$ cat config.mk
export PLATFORM = sky130hd
export DESIGN_NAME = mdio_frame_master
export DESIGN_NICKNAME = d
export VERILOG_FILES = /design/src/rtl/mdio_pkg.sv /design/src/rtl/mdio_clkdiv.sv /design/src/rtl/mdio_bit_engine.sv /design/src/rtl/mdio_frame_master.sv
export SDC_FILE = /design/constraint.sdc
export NUM_CORES = 1
export LEC_CHECK = 0
export ABC_AREA = 0
export CORE_AREA = 2 2 114 116
export DETAILED_ROUTE_END_ITERATION = 8
export DIE_AREA = 0 0 116 118
export HOLD_SLACK_MARGIN = 0.05
export MAX_ROUTING_LAYER = met4
export PLACE_DENSITY_LB_ADDON = 0.25
export SETUP_SLACK_MARGIN = 0.02
export SYNTH_ARGS = -nofsm -noshare
export SYNTH_HDL_FRONTEND = slang
export SYNTH_HIERARCHICAL = 1
export SYNTH_SLANG_ARGS = --single-unit
$ cat constraint.sdc
create_clock -name clk -period 2.2 [get_ports clk]
set_input_delay 0.55 -clock clk [delete_from_list [all_inputs] [get_ports clk]]
set_output_delay 0.55 -clock clk [all_outputs]
set_load 0.05 [all_outputs]
$ cat src/rtl/mdio_pkg.sv
package mdio_pkg;

    typedef struct packed {
        logic        go;
        logic        spare;
        logic [4:0]  regad;
        logic [4:0]  phyad;
        logic [1:0]  op;
        logic [1:0]  st;
        logic [15:0] data;
    } mdio_cmd_t;

    typedef enum logic [1:0] {
        OP_ADDR   = 2'b00,
        OP_WRITE  = 2'b01,
        OP_RD_22  = 2'b10,
        OP_RD_45  = 2'b11
    } mdio_op_e;

    localparam int BODY_BITS = 32;
    localparam int TA_OFFSET = 14;
    localparam int DATA_OFFSET = 16;

    function automatic logic op_is_read(logic [1:0] op);
        return op[1];
    endfunction

    function automatic logic [BODY_BITS-1:0] frame_body(mdio_cmd_t c);
        return {c.st, c.op, c.phyad, c.regad, 2'b10, c.data};
    endfunction

endpackage

$ cat src/rtl/mdio_clkdiv.sv
module mdio_clkdiv #(
    parameter int DIV_HALF = 2
) (
    input  logic clk,
    input  logic rst,
    output logic mdc,
    output logic fall_stb,
    output logic rise_stb
);
    localparam int CW = $clog2(DIV_HALF + 1);
    localparam logic [CW-1:0] LAST = CW'(DIV_HALF - 1);

    logic [CW-1:0] cnt;
    logic          wrap;

    assign wrap     = (cnt == LAST);
    assign fall_stb = wrap && mdc;
    assign rise_stb = wrap && !mdc;

    always_ff @(posedge clk) begin
        if (rst) begin
            cnt <= '0;
            mdc <= 1'b0;
        end else if (wrap) begin
            cnt <= '0;
            mdc <= ~mdc;
        end else begin
            cnt <= cnt + 1'b1;
        end
    end
endmodule

$ cat src/rtl/mdio_bit_engine.sv
module mdio_bit_engine
    import mdio_pkg::*;
#(
    parameter int PREAMBLE = 32
) (
    input  logic                 clk,
    input  logic                 rst,
    input  logic                 start,
    input  logic [BODY_BITS-1:0] body,
    input  logic                 is_read,
    input  logic                 fall_stb,
    input  logic                 rise_stb,
    input  logic                 mdio_i,
    output logic                 active,
    output logic                 mdio_o,
    output logic                 mdio_oe,
    output logic [15:0]          rd_result
);
    localparam int FRAME_LEN = PREAMBLE + BODY_BITS;
    localparam int IW = $clog2(FRAME_LEN + 1);
    localparam logic [IW-1:0] IDX_END  = IW'(FRAME_LEN);
    localparam logic [IW-1:0] IDX_BODY = IW'(PREAMBLE);
    localparam logic [IW-1:0] IDX_REL  = IW'(PREAMBLE + TA_OFFSET);
    localparam logic [IW-1:0] IDX_SMP  = IW'(PREAMBLE + DATA_OFFSET + 1);

    logic [IW-1:0]        idx;
    logic [BODY_BITS-1:0] sh_out;
    logic [15:0]          sh_in;
    logic                 rd_q;

    always_ff @(posedge clk) begin
        if (rst) begin
            active    <= 1'b0;
            idx       <= '0;
            sh_out    <= '0;
            sh_in     <= '0;
            rd_q      <= 1'b0;
            mdio_o    <= 1'b1;
            mdio_oe   <= 1'b0;
            rd_result <= '0;
        end else if (!active) begin
            if (start) begin
                active <= 1'b1;
                idx    <= '0;
                sh_out <= body;
                rd_q   <= is_read;
                sh_in  <= '0;
            end
        end else begin
            if (fall_stb) begin
                if (idx == IDX_END) begin
                    active    <= 1'b0;
                    mdio_oe   <= 1'b0;
                    mdio_o    <= 1'b1;
                    rd_result <= sh_in;
                end else begin
                    idx     <= idx + 1'b1;
                    mdio_oe <= !(rd_q && (idx >= IDX_REL));
                    if (idx < IDX_BODY) begin
                        mdio_o <= 1'b1;
                    end else begin
                        mdio_o <= sh_out[BODY_BITS-1];
                        sh_out <= {sh_out[BODY_BITS-2:0], 1'b0};
                    end
                end
            end
            if (rise_stb && rd_q && (idx >= IDX_SMP)) begin
                sh_in <= {sh_in[14:0], mdio_i};
            end
        end
    end
endmodule

$ cat src/rtl/mdio_frame_master.sv
module mdio_frame_master
    import mdio_pkg::*;
#(
    parameter int DIV_HALF = 2,
    parameter int PREAMBLE = 32
) (
    input  logic        clk,
    input  logic        rst,
    input  logic        cmd_wr,
    input  logic [31:0] cmd_wdata,
    output logic [31:0] cmd_rdata,
    output logic        err_flag,
    output logic        mdc,
    output logic        mdio_o,
    output logic        mdio_oe,
    input  logic        mdio_i
);
    mdio_cmd_t   cmd_in;
    mdio_cmd_t   cmd_q;
    logic        busy;
    logic        accept;
    logic        fall_stb;
    logic        rise_stb;
    logic [15:0] rd_result;

    assign cmd_in = mdio_cmd_t'(cmd_wdata);
    assign accept = cmd_wr && cmd_in.go && !busy;

    always_ff @(posedge clk) begin
        if (rst) begin
            cmd_q    <= '0;
            err_flag <= 1'b0;
        end else begin
            if (accept)
                cmd_q <= cmd_in;
            if (cmd_wr && busy)
                err_flag <= 1'b1;
        end
    end

    mdio_clkdiv #(.DIV_HALF(DIV_HALF)) u_div (
        .clk      (clk),
        .rst      (rst),
        .mdc      (mdc),
        .fall_stb (fall_stb),
        .rise_stb (rise_stb)
    );

    mdio_bit_engine #(.PREAMBLE(PREAMBLE)) u_eng (
        .clk       (clk),
        .rst       (rst),
        .start     (accept),
        .body      (frame_body(cmd_in)),
        .is_read   (op_is_read(cmd_in.op)),
        .fall_stb  (fall_stb),
        .rise_stb  (rise_stb),
        .mdio_i    (mdio_i),
        .active    (busy),
        .mdio_o    (mdio_o),
        .mdio_oe   (mdio_oe),
        .rd_result (rd_result)
    );

    assign cmd_rdata = {busy, cmd_q.spare, cmd_q.regad, cmd_q.phyad, cmd_q.op, cmd_q.st,
                        op_is_read(cmd_q.op) ? rd_result : cmd_q.data};
endmodule

==> reports/qor.csv <==
stage,metric,value,unit
status,outcome,finished clean,
final_layout,fillers,1143,
die,core,12410,um2
worst_setup_path,crit_path_top_delay_cell,mux2_2,
logic_synthesis,synth_fa_ha_area_share,1.139,%
placed_design,dpl.hpwl,8132,um
global_routing,grt_pass1_vias,3938,
timing,hold_viol,0,
worst_setup_path,critical_path_required,1.65,ns
final_layout,area_growth,19.50,%
die,die-area,13690,um2
final_layout,drive_above_1_share,21.10,%
route,route.antenna.remaining_nets,0,
clock_tree,clk_pin_slew,0.07,ns
timing,period_share,95.48,%
route,drt-initial-drc-count,165,
logic_synthesis,synthFlopType,dfxtp_1,
worst_setup_path,arrival,1.55,ns
worst_setup_path,cp.buffers_inverters,2,
logic_synthesis,post-synth-top-count-cell,dfxtp_1,
timing,tightest_slew,0.7580,ns
timing,maxSlewHeadroom,49.47,%
clock_tree,worstSkewPairLatency,0.36,ns
logic_synthesis,synth_compound_area_share,6.106,%
logic_synthesis,synthSimpleGateAreaFrac,20.57,%
power_and_ir_drop,peakVddDrop,0.0004314,V
logic_synthesis,syn_nets,609,
global_routing,grt_pass1_wl,19380,um
logic_synthesis,syn_area,5492,um2
route,wl_per_cell,14.92,um
timing,setup_violations,0,
logic_synthesis,ys_seq_area_share,40.10,%
placed_design,place_area,6217,um2
route,via_per_inst,5.187,
logic_synthesis,synth-edff-count,0,
route,routed_wl,11760,um
global_routing,grt_max_degree,55,
worst_setup_path,cp_top_family,buffers and inverters,
clock_tree,holdBufCountCts,0,
logic_synthesis,synth_top_area_cell,dfxtp_1,
logic_synthesis,synth.top_cell.area_share,40.10,%
route,dr.pass1.iters,4,
logic_synthesis,synth_top_family_by_area,multiplexers,
clock_tree,ctsResizeCount,0,
final_layout,seq_area,2203,um2
logic_synthesis,muxShareOfSynthArea,24.24,%
final_layout,post-route-cell-area,6563,um2
logic_synthesis,syn_area_per_cell,9.668,um2
worst_setup_path,path_common_cell,buf_4,
die,fp.dieW,116,um
timing,slew_violations,0,
final_layout,nets,652,
die,placementRows,41,
worst_hold_path,min_path_type,flip-flop to flip-flop,
route,num_vias,4087,
global_routing,grt.overflow.total,0,
worst_setup_path,max_stage_delay,0.39,ns
power_and_ir_drop,totalPowerFinal,4.602,mW
logic_synthesis,syn-instance-count,568,
clock_tree,htreeDepth,3,
final_layout,final_core_util,52.86,%
timing,fmax,476.1,MHz
die,initial_core_util,44.24,%
global_routing,antenna_found_initial,0,
placed_design,place.gp.congestion,0.8204,
logic_synthesis,ys_ff_latch,110,
die,ios,72,
worst_setup_path,worstPathMaxFanout,18,
clock_tree,clockBufferDepth,2,
route,drcViolationCount,0,
timing,final.setup_skew,0.006458,ns
timing,rsz0062_at_grt,false,
power_and_ir_drop,powerDensity,701.2,nW/um2
logic_synthesis,yosysWarnings,6,
final_layout,multi_input_area,2877,um2
worst_setup_path,ff2ff_setup_slack,0.15,ns
die,die_h,118,um
power_and_ir_drop,p_leak,2.597,nW
logic_synthesis,synthTopCellsByCount,"110 x dfxtp_1, 79 x mux2i_1, 79 x nand2b_1, 68 x nand2_1, 48 x mux2_2",
clock_tree,clock_sinks,110,
clock_tree,postCtsSetupRepairBufs,0,
placed_design,port_buffers,71,
logic_synthesis,synth_xor_area_share,0.1595,%
clock_tree,cts_tree,yes,
worst_setup_path,start_kind,flip-flop,
clock_tree,cts_root_buf,clkbuf_16,
logic_synthesis,synth_cell_types,41,
global_routing,grt_util_all_layers,18.15,%
job,cap_violations,0,
timing,post-route-min-period,2.101,ns
final_layout,antenna_cells,0,
worst_setup_path,endpoint_kind,output port,
logic_synthesis,yosys-top-cells-area,"dfxtp_1 40%, mux2i_1 14%, mux2_2 9.8%",
logic_synthesis,synth-async-reset-ratio,0,%
worst_setup_path,crit_type,flip-flop to output port,
clock_tree,cts_made_buffers,9,
worst_setup_path,crit_chain,buf_4 > mux2_2 > buf_4,
## worst paths after layout
path / cells past startpoint / start / end
max: 3 / cmd_rdata[19] / cmd_rdata[8]
max reg2reg: 6 / u_eng/idx[1] / u_eng/sh_out[7]
min: 1 / u_div/cnt[0] / u_div/cnt[0]
min reg2reg: 1 / u_div/cnt[0] / u_div/cnt[0]
## placed cells by master, fill, tap and decap left out, types with 2 or more instances in the layout
cell / synthesis / final
dfxtp_1: 110 / 109
nand2b_1: 79 / 79
mux2i_1: 79 / 79
nand2_1: 68 / 68
clkdlybuf4s50_1: 0 / 51
mux2_2: 48 / 48
buf_4: 18 / 36
nand3_1: 23 / 23
nor4_1: 16 / 16
a31o_2: 15 / 15
a21oi_1: 11 / 11
clkbuf_16: 0 / 9
nor2_1: 6 / 6
buf_12: 3 / 5
ha_1: 5 / 5
o21ai_0: 5 / 5
inv_1: 5 / 4
nor2b_1: 4 / 4
or3_1: 4 / 4
inv_6: 0 / 3
nand4_1: 3 / 3
bufinv_16: 0 / 2
nor3_1: 2 / 2
and3_1: 2 / 2
conb_1: 2 / 2
a211o_1: 2 / 2
o41ai_1: 2 / 2
## layout make-up
cell class                 count  share of cell area (%)
clock inverter                 7                   1.735
multi-input combinational    390                   43.83
inverter                       5                  0.2860
tap                          172                   3.279
timing repair buffer          95                   13.86
sequential                   110                   33.57
clock buffer                   9                   3.432
## through the flow
stage / worst slack (ns) / setup TNS [ns] / cells / hold WS [ns]
after floorplan: 0.1298 / 0 / 568 / 0.4003
after global routing: 0.05335 / 0 / 788 / 0.4626
after global placement: 0.009104 / 0 / 772 / 0.4122
after CTS: 0.06290 / 0 / 788 / 0.4323
after detailed placement: -0.04931 / -0.2205 / 772 / 0.4207
final: 0.09943 / 0 / 788 / 0.4297
## worst register-to-register path: stages, from the launching register on
cell	delay, ns
dfxtp_1	0.36
inv_1	0.12
ha_1	0.17
or4b_4	0.51
a311oi_4	0.36
buf_12	0.23
mux2i_1	0.23
## sequential cells by signal, indices dropped and copies added (netlist names)
register	cells
u_eng/sh_out	32
u_eng/mdio_o	1
u_eng/mdio_oe	1
u_div/mdc	1
u_div/cnt	2
u_eng/active	1
u_eng/idx	7
err_flag	1
u_eng/rd_result	16
u_eng/rd_q	1
u_eng/sh_in	16
cmd_rdata	15
cmd_q	16
## metal layers
layer / part of all wire [%] / GRT usage [%] / vias up
met5: 0 / - / -
met4: 2.7 / 7.366 / 0
met3: 3.8 / 3.141 / 26
met2: 47 / 27.34 / 100
met1: 47 / 24.09 / 1930
li1: - / - / 2031
## cells by family (layout without fill, tap and decap cells)
logic type | Yosys count | count (layout)
buf+inv | 68 | 116
simple gates | 212 | 212
other cells | 2 | 2
xor+xnor | 1 | 1
fa+ha+maj | 5 | 5
mux | 127 | 127
flops | 110 | 110
compound gates | 43 | 43
## power breakdown
part	switching [mW]	internal (mW)	leakage, nW
combinational	0.359	0.308	1.54
clock	0.803	1.03	0.166
sequential	0.0418	2.06	0.894
total	1.20	3.40	2.60
Note: power is estimated with default switching activity, not from simulation.
